===== config.mk =====
export PLATFORM = sky130hd
export DESIGN_NAME = dc_chain_cell
export DESIGN_NICKNAME = d
export VERILOG_FILES = /design/src/rtl/dc_pkg.sv /design/src/rtl/dc_req_hold.sv /design/src/rtl/dc_ack_gate.sv /design/src/rtl/dc_vec_drive.sv /design/src/rtl/dc_chain_cell.sv
export SDC_FILE = /design/constraint.sdc
export NUM_CORES = 1
export LEC_CHECK = 0
export BUFFER_PORTS_ARGS = -buffer_cell sky130_fd_sc_hd__buf_2
export CAP_MARGIN = 10
export CORE_AREA = 2 2 39 41
export CTS_CLUSTER_DIAMETER = 60
export DETAILED_ROUTE_END_ITERATION = 10
export DIE_AREA = 0 0 41 43
export PLACE_DENSITY = 0.46
export SLEW_MARGIN = 5
export SYNTH_ARGS = -nofsm -noshare
export SYNTH_HDL_FRONTEND = slang
export SYNTH_SLANG_ARGS = --single-unit

===== constraint.sdc =====
create_clock -name clk_i -period 2.8 [get_ports clk_i]
set_clock_uncertainty 0.15 [all_clocks]
set_input_delay 0.28 -clock clk_i [delete_from_list [all_inputs] [get_ports clk_i]]
set_output_delay 0.28 -clock clk_i [all_outputs]
set_load 0.005 [all_outputs]

===== src/rtl/dc_pkg.sv =====
package dc_pkg;
  typedef enum logic {
    ROUTE_PASS  = 1'b0,
    ROUTE_CLAIM = 1'b1
  } route_e;
endpackage


===== src/rtl/dc_req_hold.sv =====
module dc_req_hold (
  input  logic clk_i,
  input  logic rst_ni,
  input  logic event_i,
  input  logic take_i,
  output logic pend_o
);
  logic pend_q;

  // a fresh event wins over a clear in the same cycle
  always_ff @(posedge clk_i or negedge rst_ni) begin
    if (!rst_ni) pend_q <= 1'b0;
    else         pend_q <= event_i | (pend_q & ~take_i);
  end

  assign pend_o = pend_q;

  AST_PEND_SET: assert property (@(posedge clk_i) disable iff (!rst_ni)
    event_i |=> pend_o);
  AST_PEND_CLEAR: assert property (@(posedge clk_i) disable iff (!rst_ni)
    (take_i && !event_i) |=> !pend_o);
endmodule


===== src/rtl/dc_ack_gate.sv =====
module dc_ack_gate
  import dc_pkg::*;
(
  input  logic clk_i,
  input  logic rst_ni,
  input  logic ack_i,
  input  logic pend_i,
  output logic ack_o,
  output logic claim_o,
  output logic take_o
);
  logic   ack_q;
  route_e route_q, route_now;
  logic   rise;

  assign rise      = ack_i & ~ack_q;
  // decision frozen at the rising edge of ack_i
  assign route_now = rise ? (pend_i ? ROUTE_CLAIM : ROUTE_PASS) : route_q;
  assign claim_o   = ack_i & (route_now == ROUTE_CLAIM);
  assign ack_o     = ack_i & ~claim_o;
  assign take_o    = rise & pend_i;

  always_ff @(posedge clk_i or negedge rst_ni) begin
    if (!rst_ni) begin
      ack_q   <= 1'b0;
      route_q <= ROUTE_PASS;
    end else begin
      ack_q   <= ack_i;
      route_q <= ack_i ? route_now : ROUTE_PASS;
    end
  end

  AST_NO_MIDGRAB: assert property (@(posedge clk_i) disable iff (!rst_ni)
    (ack_i && $past(ack_i) && !$past(claim_o)) |-> !claim_o);
  AST_CLAIM_STICKS: assert property (@(posedge clk_i) disable iff (!rst_ni)
    (claim_o && ack_i) |=> (!ack_i || claim_o));
endmodule


===== src/rtl/dc_vec_drive.sv =====
module dc_vec_drive #(
  parameter int unsigned          VEC_W  = 8,
  parameter logic [VEC_W-1:0]     VECTOR = '0
) (
  input  logic             claim_i,
  output logic [VEC_W-1:0] vec_o,
  output logic             vec_oe_o
);
  assign vec_oe_o = claim_i;
  assign vec_o    = claim_i ? VECTOR : '0;
endmodule


===== src/rtl/dc_chain_cell.sv =====
module dc_chain_cell #(
  parameter int unsigned      VEC_W  = 8,
  parameter logic [VEC_W-1:0] VECTOR = 8'h40
) (
  input  logic             clk_i,
  input  logic             rst_ni,
  input  logic             event_i,
  input  logic             ack_i,
  output logic             ack_o,
  output logic             irq_pull_o,
  output logic [VEC_W-1:0] vec_o,
  output logic             vec_oe_o
);
  logic pend, take, claim;

  dc_req_hold u_req (
    .clk_i  (clk_i),
    .rst_ni (rst_ni),
    .event_i(event_i),
    .take_i (take),
    .pend_o (pend)
  );

  dc_ack_gate u_gate (
    .clk_i  (clk_i),
    .rst_ni (rst_ni),
    .ack_i  (ack_i),
    .pend_i (pend),
    .ack_o  (ack_o),
    .claim_o(claim),
    .take_o (take)
  );

  dc_vec_drive #(.VEC_W(VEC_W), .VECTOR(VECTOR)) u_vec (
    .claim_i (claim),
    .vec_o   (vec_o),
    .vec_oe_o(vec_oe_o)
  );

  assign irq_pull_o = pend;

  AST_EXCLUSIVE: assert property (@(posedge clk_i) disable iff (!rst_ni)
    !(vec_oe_o && ack_o));
  AST_OE_NEEDS_ACK: assert property (@(posedge clk_i) disable iff (!rst_ni)
    vec_oe_o |-> ack_i);
  AST_IDLE_PASSES: assert property (@(posedge clk_i) disable iff (!rst_ni)
    (!irq_pull_o && $rose(ack_i)) |-> ack_o);
  AST_VEC_QUIET: assert property (@(posedge clk_i) disable iff (!rst_ni)
    !vec_oe_o |-> (vec_o == '0));
endmodule


======== Word-level counts from Yosys, hierarchy flattened ========
Index checks and enable logic that the tools add are counted.
word-level totals
  flip-flop bits (word level) ............. 3
  word-level logic and storage cells ...... 16
  output and inout port bits .............. 11
  input port bits ......................... 4
operators by class
  bitwise operators ....................... 9
  muxes and demuxes ....................... 4
operator list
  kind               number
  2-to-1 mux 7 bit   1
  bitwise AND 1 bit  5
  2-to-1 mux 1 bit   3
  inverter 1 bit     3
  OR 1 bit           1

======== Longest topological paths before layout ========
  depth after elaboration ................. 6
  depth in mapped cells ................... 3
  gate-level depth less buffers ........... 2

======== Hierarchy ========
Synthesis repeated with hierarchy kept, for this count alone.
second synthesis, totals
  cells, all modules ...................... 19
  area, all modules ....................... 190.2 µm²
by module, submodules not included
  module        instances  area each (µm²)  cells each  seq. area each (µm²)
  dc_ack_gate   1          82.6             6           50.0
  dc_vec_drive  1          71.3             10          0.0
  dc_req_hold   1          36.3             3           25.0

======== Worst setup path after synthesis ========
OpenSTA, ideal clock, no wires.
  path type ............................... register to output
  start ................................... reg u_gate.ack_q
  end ..................................... out vec_o[6]
  arrival time ............................ 0.816 ns
  path buffers ............................ 1
  stages on the path, launching flop included .. 4
  slack ................................... 1.554 ns
  required time ........................... 2.370 ns
  path through ............................ dfrtp_1 mux2i_1 nor2b_1 buf_4
on the way
  word-level cells in the longest chain between the ends .. 5
ends and longest elaborated chain
  item                    line                 RTL
  from (decl)             dc_ack_gate.sv:12    logic ack_q;
  from (signal assigned)  dc_ack_gate.sv:28    ack_q <= ack_i;
  inverter 1 bit          dc_ack_gate.sv:16    assign rise = ack_i & ~ack_q;
  bitwise AND 1 bit       dc_ack_gate.sv:16
  2-to-1 mux 1 bit        dc_ack_gate.sv:18    assign route_now = rise ? (pend_i ? ROUTE_CLAIM : ROUTE_PASS) : route_q;
  bitwise AND 1 bit       dc_ack_gate.sv:19    assign claim_o = ack_i & (route_now == ROUTE_CLAIM);
  named net vec_oe_o      dc_chain_cell.sv:12  output logic vec_oe_o
  2-to-1 mux 7 bit        dc_vec_drive.sv:10   assign vec_o = claim_i ? VECTOR : '0;
  to (decl)               dc_chain_cell.sv:11  output logic [VEC_W-1:0] vec_o,
The timed path passes the listed nets, and every way through them passes these cells.

======== Worst setup path in the final report ========
  start ................................... reg u_gate.ack_q
  end ..................................... out vec_oe_o
on the way
  word-level cells in the longest chain between the ends .. 4
ends and longest elaborated chain
  item               line
  inverter 1 bit     dc_ack_gate.sv:16
  bitwise AND 1 bit  dc_ack_gate.sv:16
  2-to-1 mux 1 bit   dc_ack_gate.sv:18
  bitwise AND 1 bit  dc_ack_gate.sv:19
  to (decl)          dc_chain_cell.sv:12
Every way passes these cells.

==> flow_summary.json <==
{
  "grt_overflow_total": 0,
  "core_area_sq_um": 1380,
  "cts_htree_levels": 1,
  "cts_root_buf": "clkbuf_4",
  "fill_cells": 164,
  "clkTransAtPathRegs_ps": 40,
  "grt_setup_unrepaired": "no",
  "grt_pass1_vias": 110,
  "synth-seq-area-share_pct": 42.9,
  "grt_pass1_wl_um": 393,
  "ys_ff_latch": 3,
  "port-buffer-count": 7,
  "die-area_sq_um": 1760,
  "wl_per_cell_um": 6.30,
  "synth_cell_types": 8,
  "multiInputGateArea_sq_um": 62.6,
  "cts_setup_buffers": 0,
  "cp_slowest_stage_delay_ps": 370,
  "dp_slack_ps": 1540,
  "gp_congestion": 0.458,
  "met3WireLength_um": 52,
  "syn_to_final_growth_pct": 30.7,
  "synthXorXnorAreaFrac_pct": 0,
  "firstDrtPassIters": 1,
  "final_cell_area_sq_um": 229,
  "clk_path_buf_depth": 2,
  "die_y_um": 43,
  "cts_resized": 0,
  "hold_ws_ps": 47.2,
  "ys_warn_count": 0,
  "crit_type": "reg -> out",
  "ant_nets": 0,
  "cp-end-kind": "primary output",
  "critPathArrivalTime_ps": 1070,
  "synth_area_sq_um": 175,
  "hold_class": "in -> reg",
  "via_per_inst": 2.58,
  "postLayoutSetupSlackWorst_ps": 1300,
  "outcome": "complete, no violations",
  "ioPinCount": 15,
  "grt_max_degree": 5,
  "tritoncts.num_buffers": 3,
  "track_usage_pct": 4.62,
  "crit_chain": "mux2i_1 > nor2b_1 > buf_2",
  "syn-instance-count": 17,
  "worstPathRequired_ps": 2370,
  "wl_met1_um": 92,
  "synth_compound_area_share_pct": 4.29,
  "layout_common_cells": "conb_1, buf_2, clkbuf_4, dfrtp_1",
  "placed_cell_area_sq_um": 193,
  "maxCapViolations": 0,
  "drive_gt1_share_pct": 37.0,
  "drc": 0,
  "power.leakage_nw": 0.123,
  "cts_tree": "built",
  "start_util_pct": 12.7,
  "slew_viol_final": 0,
  "wl_met2_um": 127,
  "period_share_pct": 53.5,
  "fin_crit_ps": 1500,
  "synth_area_per_cell_sq_um": 10.3,
  "cts.sinks": 3,
  "routed_wl_um": 271,
  "slowest_stage": "dfrtp_1",
  "routed.top_layer": "met3",
  "initialDrtViolationCount": 0,
  "seq_area_sq_um": 75.1,
  "clkLatencyLatePin_ps": 230,
  "synthMuxAreaShare_pct": 5.71,
  "rows": 14,
  "cp_max_fo": 3,
  "nets": 32,
  "synthSimpleGateAreaFrac_pct": 10.7,
  "vias": 111,
  "critPathLaunchType": "flop",
  "finalHoldViolCount": 0,
  "ir_worst_vdd_mv": 0.0621,
  "clock.fmax_mhz": 668,
  "antenna_found_initial": 0,
  "die_x_um": 41,
  "synthAdderAreaFrac_pct": 0,
  "synth_top_family_by_area": "buffers and inverters",
  "setup_viol_count_final": 0,
  "tns_ps": 0,
  "powerDensity_nw_per_um2": 607,
  "diodes": 0,
  "finalPower_uw": 139
}
metal layers:
metal | vias to the layer above | global-route usage [%]
met4 | 0 | 8.00
met2 | 8 | 4.38
met3 | 0 | 6.28
li1 | 56 | -
met1 | 47 | 2.57
met5 | - | 0
power by group:
part | internal [mW] | switching, mW
Clock | 0.0534 | 0.0221
Sequential | 0.0464 | 0.00131
Combinational | 0.00794 | 0.00793
area by class of cell:
type	count	share of cell area, %
well taps	16	8.74
repair buffers	8	19.7
multi-input cells	12	27.3
flip-flops and latches	3	32.8
clock buffers	4	11.5
final timing paths:
path                                    from             end  slack [ps]  depth (start not counted)
min in group asynchronous             rst_ni    u_gate.ack_q         220                          2
worst min register to register  u_req.pend_o    u_req.pend_o         350                          1
worst max register to register  u_gate.ack_q    u_req.pend_o        1850                          2
max in group asynchronous             rst_ni  u_gate.route_q        2170                          2
worst max-delay path            u_gate.ack_q        vec_oe_o        1300                          3
worst min-delay path                   ack_i    u_gate.ack_q          50                          1
critical path: cells and delay by family, from the launching register on:
family,cells,cell delay (ps)
muxes,1,140
buffers and inverters,1,140
DFF,1,370
and+or+nand+nor,1,180
flip-flops by register name, indices dropped and copies added (netlist names):
register and flops:
u_gate.ack_q 1, u_gate.route_q 1, u_req.pend_o 1
what timing repair did:
item / in CTS / in global routing
endpoints found under the setup margin: 0 / 0
hold buffers: 1 / 0
hold endpoints to repair: 3 / 0
per-stage QoR:
step	instances	utilization, %
floorplan	23	-
global placement	38	13.9
detailed placement	38	13.9
CTS	43	16.5
global route	43	16.5
finish	43	16.5
cells by family (layout without fill, tap and decap cells):
logic type,Yosys count,after routing
compound gates,1,1
mux,1,1
other cells,1,7
buf+inv,8,12
flops,3,3
simple gates,3,3
Yosys cell counts (all sizes together):
cell,instances,area share [%]
conb,1,2.1
nor2b,1,3.6
buf,8,34
and2,1,3.6
mux2i,1,5.7
dfrtp,3,43
a21o,1,4.3
nand2b,1,3.6
Note: power is estimated with default switching activity, not from simulation.
